==> src/rtl/bus_seq_pkg.sv <==
package bus_seq_pkg;
  typedef enum logic [2:0] {
    ST_IDLE = 3'd0,
    ST_T1   = 3'd1,
    ST_T2   = 3'd2,
    ST_TW   = 3'd3,
    ST_T3   = 3'd4,
    ST_T4   = 3'd5
  } bus_st_e;
endpackage

==> src/rtl/bus_seq_fsm.sv <==
module bus_seq_fsm
  import bus_seq_pkg::*;
(
  input  logic    clk,
  input  logic    rst,
  input  logic    req_valid,
  input  logic    ready,
  output logic    accept,
  output logic    can_take,
  output bus_st_e state_q,
  output bus_st_e state_d
);
  assign can_take = (state_q == ST_IDLE) || (state_q == ST_T4);
  assign accept   = can_take && req_valid;

  always_comb begin
    state_d = state_q;
    case (state_q)
      ST_IDLE: state_d = accept ? ST_T1 : ST_IDLE;
      ST_T1:   state_d = ST_T2;
      ST_T2:   state_d = ready ? ST_T3 : ST_TW;
      ST_TW:   state_d = ready ? ST_T3 : ST_TW;
      ST_T3:   state_d = ST_T4;
      ST_T4:   state_d = accept ? ST_T1 : ST_IDLE;
      default: state_d = ST_IDLE;
    endcase
  end

  always_ff @(posedge clk) begin
    if (rst) state_q <= ST_IDLE;
    else     state_q <= state_d;
  end

  // a low ready at the end of T2 leads into a wait state
  a_r5_wait_on_low: assert property (@(posedge clk) disable iff (rst)
    (state_q == ST_T2 && !ready) |=> state_q == ST_TW);
  // wait states end only on a high ready sample
  a_r5_wait_exit: assert property (@(posedge clk) disable iff (rst)
    (state_q == ST_TW && ready) |=> state_q == ST_T3);
  // no request means the sequencer rests after T4 or idle
  a_r1_rest: assert property (@(posedge clk) disable iff (rst)
    (can_take && !req_valid) |=> state_q == ST_IDLE);
endmodule

==> src/rtl/bus_seq_pins.sv <==
module bus_seq_pins
  import bus_seq_pkg::*;
#(
  parameter int ADDR_W = 20,
  parameter int DATA_W = 16
) (
  input  logic                     clk,
  input  logic                     rst,
  input  bus_st_e                  state_q,
  input  bus_st_e                  state_d,
  input  logic                     accept,
  input  logic                     req_write,
  input  logic                     req_mem,
  input  logic                     req_bhe,
  input  logic [ADDR_W-1:0]        req_addr,
  input  logic [DATA_W-1:0]        req_wdata,
  input  logic [DATA_W-1:0]        ad_in,
  output logic [DATA_W-1:0]        ad_out,
  output logic                     ad_oe,
  output logic [ADDR_W-DATA_W-1:0] a_hi,
  output logic                     bhe_n,
  output logic                     ale,
  output logic                     dt_r,
  output logic                     den_n,
  output logic                     rd_n,
  output logic                     wr_n,
  output logic                     m_io,
  output logic                     done,
  output logic [DATA_W-1:0]        rdata
);
  localparam int HI_W = ADDR_W - DATA_W;

  logic              wr_q, mem_q, bhe_q;
  logic [ADDR_W-1:0] addr_q;
  logic [DATA_W-1:0] wdata_q;
  logic              f_wr, f_mem, f_bhe;
  logic [ADDR_W-1:0] f_addr;
  logic [DATA_W-1:0] f_wdata;
  logic              strobe_d, active_d;

  always_ff @(posedge clk) begin
    if (rst) begin
      wr_q <= 1'b0; mem_q <= 1'b0; bhe_q <= 1'b0;
      addr_q <= '0; wdata_q <= '0;
    end else if (accept) begin
      wr_q <= req_write; mem_q <= req_mem; bhe_q <= req_bhe;
      addr_q <= req_addr; wdata_q <= req_wdata;
    end
  end

  assign f_wr    = accept ? req_write : wr_q;
  assign f_mem   = accept ? req_mem   : mem_q;
  assign f_bhe   = accept ? req_bhe   : bhe_q;
  assign f_addr  = accept ? req_addr  : addr_q;
  assign f_wdata = accept ? req_wdata : wdata_q;

  assign strobe_d = (state_d == ST_T2) || (state_d == ST_TW) || (state_d == ST_T3);
  assign active_d = (state_d == ST_T1) || strobe_d;

  always_ff @(posedge clk) begin
    if (rst) begin
      ale <= 1'b0; ad_oe <= 1'b0; ad_out <= '0; a_hi <= '0;
      bhe_n <= 1'b1; dt_r <= 1'b0; m_io <= 1'b0;
      den_n <= 1'b1; rd_n <= 1'b1; wr_n <= 1'b1;
    end else begin
      ale    <= (state_d == ST_T1);
      a_hi   <= (state_d == ST_T1) ? f_addr[ADDR_W-1:DATA_W] : {HI_W{1'b0}};
      bhe_n  <= active_d ? ~f_bhe : 1'b1;
      dt_r   <= active_d && f_wr;
      m_io   <= active_d && f_mem;
      den_n  <= ~strobe_d;
      rd_n   <= ~(strobe_d && !f_wr);
      wr_n   <= ~(strobe_d && f_wr);
      ad_oe  <= (state_d == ST_T1) || (strobe_d && f_wr);
      if (state_d == ST_T1)        ad_out <= f_addr[DATA_W-1:0];
      else if (strobe_d && f_wr)   ad_out <= f_wdata;
      else                         ad_out <= '0;
    end
  end

  always_ff @(posedge clk) begin
    if (rst) begin
      done  <= 1'b0;
      rdata <= '0;
    end else begin
      done <= (state_q == ST_T4);
      if (state_q == ST_T3 && !wr_q) rdata <= ad_in;
    end
  end

  // read and write strobes never overlap
  a_r3_strobe_excl: assert property (@(posedge clk) disable iff (rst)
    !(!rd_n && !wr_n));
  // address enable lasts a single period
  a_r2_ale_single: assert property (@(posedge clk) disable iff (rst)
    ale |=> !ale);
  // lines float while a read strobe is active
  a_r4_read_float: assert property (@(posedge clk) disable iff (rst)
    !rd_n |-> !ad_oe);
  // completion pulse follows T4
  a_r9_done_after_t4: assert property (@(posedge clk) disable iff (rst)
    (state_q == ST_T4) |=> done);
  // T4 leaves all strobes released
  a_r7_t4_quiet: assert property (@(posedge clk) disable iff (rst)
    (state_q == ST_T4) |-> (rd_n && wr_n && den_n && !ad_oe));
endmodule

==> src/rtl/addr_latch_model.sv <==
module addr_latch_model #(
  parameter int ADDR_W = 20,
  parameter int DATA_W = 16
) (
  input  logic                     clk,
  input  logic                     rst,
  input  logic                     ale,
  input  logic [DATA_W-1:0]        ad_out,
  input  logic [ADDR_W-DATA_W-1:0] a_hi,
  input  logic                     bhe_n,
  output logic [ADDR_W-1:0]        latched_addr,
  output logic                     latched_bhe_n
);
  logic [ADDR_W-1:0] hold_addr;
  logic              hold_bhe_n;
  logic [ADDR_W-1:0] live_addr;

  assign live_addr = {a_hi, ad_out};

  always_ff @(posedge clk) begin
    if (rst) begin
      hold_addr  <= '0;
      hold_bhe_n <= 1'b1;
    end else if (ale) begin
      hold_addr  <= live_addr;
      hold_bhe_n <= bhe_n;
    end
  end

  assign latched_addr  = ale ? live_addr : hold_addr;
  assign latched_bhe_n = ale ? bhe_n     : hold_bhe_n;

  // with the enable low the held address does not move
  a_r8_hold: assert property (@(posedge clk) disable iff (rst)
    (!ale && !$past(ale)) |-> $stable(hold_addr));
  // the held value matches what the bus showed when the enable fell
  a_r8_capture: assert property (@(posedge clk) disable iff (rst)
    $fell(ale) |-> hold_addr == $past(live_addr));
endmodule

==> src/rtl/mux_bus_sequencer.sv <==
module mux_bus_sequencer
  import bus_seq_pkg::*;
#(
  parameter int ADDR_W = 20,
  parameter int DATA_W = 16
) (
  input  logic                     clk,
  input  logic                     rst,
  input  logic                     req_valid,
  output logic                     req_ready,
  input  logic                     req_write,
  input  logic                     req_mem,
  input  logic                     req_bhe,
  input  logic [ADDR_W-1:0]        req_addr,
  input  logic [DATA_W-1:0]        req_wdata,
  output logic [DATA_W-1:0]        ad_out,
  output logic                     ad_oe,
  input  logic [DATA_W-1:0]        ad_in,
  output logic [ADDR_W-DATA_W-1:0] a_hi,
  output logic                     bhe_n,
  output logic                     ale,
  output logic                     dt_r,
  output logic                     den_n,
  output logic                     rd_n,
  output logic                     wr_n,
  output logic                     m_io,
  input  logic                     ready,
  output logic [ADDR_W-1:0]        latched_addr,
  output logic                     latched_bhe_n,
  output logic                     done,
  output logic [DATA_W-1:0]        rdata
);
  bus_st_e state_q, state_d;
  logic    accept;

  bus_seq_fsm u_fsm (
    .clk(clk), .rst(rst), .req_valid(req_valid), .ready(ready),
    .accept(accept), .can_take(req_ready),
    .state_q(state_q), .state_d(state_d)
  );

  bus_seq_pins #(.ADDR_W(ADDR_W), .DATA_W(DATA_W)) u_pins (
    .clk(clk), .rst(rst), .state_q(state_q), .state_d(state_d),
    .accept(accept), .req_write(req_write), .req_mem(req_mem),
    .req_bhe(req_bhe), .req_addr(req_addr), .req_wdata(req_wdata),
    .ad_in(ad_in), .ad_out(ad_out), .ad_oe(ad_oe), .a_hi(a_hi),
    .bhe_n(bhe_n), .ale(ale), .dt_r(dt_r), .den_n(den_n),
    .rd_n(rd_n), .wr_n(wr_n), .m_io(m_io), .done(done), .rdata(rdata)
  );

  addr_latch_model #(.ADDR_W(ADDR_W), .DATA_W(DATA_W)) u_latch (
    .clk(clk), .rst(rst), .ale(ale), .ad_out(ad_out), .a_hi(a_hi),
    .bhe_n(bhe_n), .latched_addr(latched_addr), .latched_bhe_n(latched_bhe_n)
  );

  // a cycle starts only from a state that may take a request
  a_r1_start: assert property (@(posedge clk) disable iff (rst)
    $rose(ale) |-> $past(req_ready && req_valid));
endmodule

==> config.mk <==
export PLATFORM = sky130hd
export DESIGN_NAME = mux_bus_sequencer
export DESIGN_NICKNAME = d
export VERILOG_FILES = /design/src/rtl/bus_seq_pkg.sv /design/src/rtl/bus_seq_fsm.sv /design/src/rtl/bus_seq_pins.sv /design/src/rtl/addr_latch_model.sv /design/src/rtl/mux_bus_sequencer.sv
export SDC_FILE = /design/constraint.sdc
export NUM_CORES = 1
export LEC_CHECK = 0
export ABC_AREA = 1
export CORE_MARGIN = 2
export CORE_UTILIZATION = 60
export CTS_BUF_LIST = sky130_fd_sc_hd__clkbuf_4
export CTS_CLUSTER_DIAMETER = 40
export DETAILED_ROUTE_END_ITERATION = 8
export DONT_BUFFER_PORTS = 1
export HOLD_SLACK_MARGIN = 0.03
export PLACE_DENSITY_LB_ADDON = 0.05
export SYNTH_ARGS = -nofsm -noshare
export SYNTH_HDL_FRONTEND = slang
export SYNTH_SLANG_ARGS = --single-unit
==> constraint.sdc <==
create_clock -name clk -period 2.6 [get_ports clk]
set_clock_uncertainty 0.15 [all_clocks]
set_input_delay 0 -clock clk [delete_from_list [all_inputs] [get_ports clk]]
set_output_delay 0 -clock clk [all_outputs]
set_load 0.01 [all_outputs]
==> impl_metrics.py <==
metrics = {
    "sta": {
        "hold_ws_ns": 0.0863,
        "finalHoldViolCount": 0,
        "slew_violations": 0,
        "timing.fmax_ghz": 0.416,
        "grt_setup_unrepaired": "false",
        "period_share_pct": 92.4,
        "maxSlewHeadroom_pct": 31.9,
        "fin_crit_ns": 2.40,
        "setup-tns-final_ns": 0,
        "worst_pin_slew_ns": 1.02,
        "finalSetupViolCount": 0,
    },
    "power": {
        "p_leak_nw": 2.17,
        "intPower_mw": 2.40,
        "combinationalPowerShare_pct": 17.4,
        "clockPowerShare_pct": 27.8,
        "p_sw_mw": 0.929,
        "p_seq_share_pct": 54.8,
        "power.switching_fraction_pct": 27.9,
        "vdd_drop_max_uv": 412,
        "p_per_area_mw_per_mm2": 649,
    },
    "grt": {
        "grt_usage_pct": 26.5,
        "grt_max_degree": 82,
        "grt_pass1_vias": 3316,
        "grt_pass1_wl_mm": 15.8,
        "overflow": 0,
        "antenna_found_initial": 0,
    },
    "logic_synthesis": {
        "syn_inst": 518,
        "syn_avg_cell_area_sq_um": 8.01,
        "synth_top_cells_by_count": "nand2_1 (122), dfxtp_1 (108), a21oi_1 (64)",
        "synthDistinctLibCells": 28,
        "synth_area_leaders": "dfxtp_1 (52%), nand2_1 (11%), a21oi_1 (7.7%)",
        "synth-seq-area-share_pct": 52.1,
        "syn_area_sq_mm": 0.00415,
        "async_flop_share_pct": 0,
        "ys_warn_count": 0,
        "synth_seq_cells": 108,
        "synthesis.nets": 577,
        "yosysTopAreaCell": "dfxtp_1",
        "synth_top_area_share_pct": 52.1,
        "yosys_most_used_dff": "dfxtp_1",
        "yosysMostFrequentCell": "nand2_1",
        "synth_enable_flop_cells": 0,
    },
    "clocking": {
        "cts.sinks": 108,
        "h-tree-depth": 3,
        "cts_buffers": 9,
        "worstSkewPairLatency_ns": 0.45,
        "cts_tree": "built",
        "clock_path_buffers": 2,
        "cts.reportedPaths.clkPinSlew_ns": 0.16,
        "cts_root_buf": "clkbuf_4",
    },
    "worst_hold_path": {
        "hp-class": "in -> reg",
    },
    "worst_setup_path": {
        "path_class": "reg -> reg",
        "critPathRequiredTime_ns": 2.79,
        "critPathMaxFanout": 32,
        "crit_path_start_kind": "flop",
        "critical_path_arrival_ns": 2.59,
        "cp-end-kind": "flop",
    },
    "drt": {
        "num_vias": 3644,
        "first_pass_iters": 5,
        "drc": 0,
        "initialDrtViolationCount": 293,
        "wire_per_inst_microns": 15.0,
        "avgViaCountPerCell": 5.46,
        "postRouteWirelength_mm": 10.0,
        "antenna_left": 0,
    },
    "finish": {
        "area_growth_pct": 23.6,
        "drive_gt1_share_pct": 7.67,
        "antenna_cells": 0,
        "layout.nets": 641,
    },
    "floorplanning": {
        "design.die.area_sq_mm": 0.00760,
        "die_x_microns": 87.2,
        "initial_utilization_pct": 61.4,
        "ios": 126,
        "core_sq_mm": 0.00676,
        "die_h_microns": 87.2,
        "row_count": 30,
    },
    "placement": {
        "place_congestion": 0.778,
        "dpl.hpwl_mm": 5.84,
        "port-buffer-count": 0,
    },
    "status": {
        "outcome": "completed",
    },
    "job": {
        "maxCapViolations": 0,
    },
}
## power by group through the flow
| stage | logic, mW | registers (mW) | clock network (mW) |
|---|---|---|---|
| final | 0.579 | 1.83 | 0.924 |
| after global routing | 0.643 | 1.84 | 1.01 |
| after CTS | 0.553 | 1.83 | 0.937 |
| after detailed placement | 0.399 | 1.86 | 0 |
| after global placement | 0.389 | 1.86 | 0 |
| after floorplan | 0.380 | 1.85 | 0 |
## cells by family (layout without fill, tap and decap cells)
logic type	Yosys count	in the layout	share of synthesized area, %
simple gates	230	230	24.4
flops	108	108	52.1
compound gates	100	100	14.9
buf+inv	80	149	8.62
## registers in the layout, indices dropped and copies added, names as in the netlist, 3 cells and up
| signal | cells |
|---|---|
| u_pins.rdata | 16 |
| u_pins.a_hi | 4 |
| u_fsm.state_q | 3 |
| u_pins.ad_out | 16 |
| u_pins.wdata_q | 16 |
| u_pins.addr_q | 20 |
| u_latch.hold_addr | 20 |
## final timing paths
kind / from / endpoint / slack (ns) / cells past startpoint
setup / recovery: u_fsm.state_q[1] / u_pins.addr_q[4] / 0.20 / 8
hold / removal: rst / u_pins.den_n / 0.09 / 2
setup reg to reg: u_fsm.state_q[1] / u_pins.addr_q[4] / 0.20 / 8
hold reg to reg: u_pins.addr_q[13] / u_pins.addr_q[13] / 0.32 / 2
## routing by layer
layer	share of wire, %	up-vias	routed length, microns	track usage [%]
met5	0	-	0	0
li1	-	1823	-	-
met1	43	1662	4330	35.1
met4	1.4	0	142	8.95
met2	48	147	4780	43.7
met3	7.5	12	748	5.02
## final cells by class
cell class	instances	area [sq um]
repair buffers	88	897
well taps	80	100
flip-flops and latches	108	2160
fillers	473	1630
inverters	45	171
clock inverters	5	76.3
clock buffers	11	82.6
multi-input cells	330	1640
## placed cells by master (no fill, tap or decap), types with 3 or more instances in the layout
cell type	synthesis	layout
nand2_1	122	122
dfxtp_1	108	108
dlygate4sd3_1	0	82
a21oi_1	64	64
nor2_1	44	44
inv_1	40	40
nand3_1	27	27
nand4_1	27	27
o21ai_0	17	17
a211oi_2	15	15
clkbuf_4	0	11
clkinv_1	2	3
buf_4	1	3
## per-stage QoR
step                power [mW]  cells  worst slack, ns  area (sq um)  utilization, %
floorplan                 2.23    518             1.11          4150               -
global placement          2.25    568            0.715          4100            60.6
detailed placement        2.26    568            0.663          4100            60.6
CTS                       3.31    667           0.0881          5100            75.6
global route              3.49    667           0.0216          5130            75.9
finish                    3.33    667            0.197          5130            75.9
## timing repair
| item | 4_1_cts | 5_1_grt |
|---|---|---|
| endpoints found under the setup margin | 0 | 13 |
| endpoints found under the hold margin | 106 | 0 |
| hold buffers | 83 | 0 |
| resized for setup | 0 | 6 |
| setup buffers | 0 | 0 |
## critical path, stage by stage (launching register included)
cell and delay [ns]:
dfxtp_1 0.40, nor2_1 0.15, nand2_1 0.10, nand2_4 0.24, nand2_8 0.16, buf_8 0.24
o21ai_0 0.21, dlygate4sd3_1 0.60, nor2_1 0.04
No activity file was read; power rests on OpenSTA's default activity.
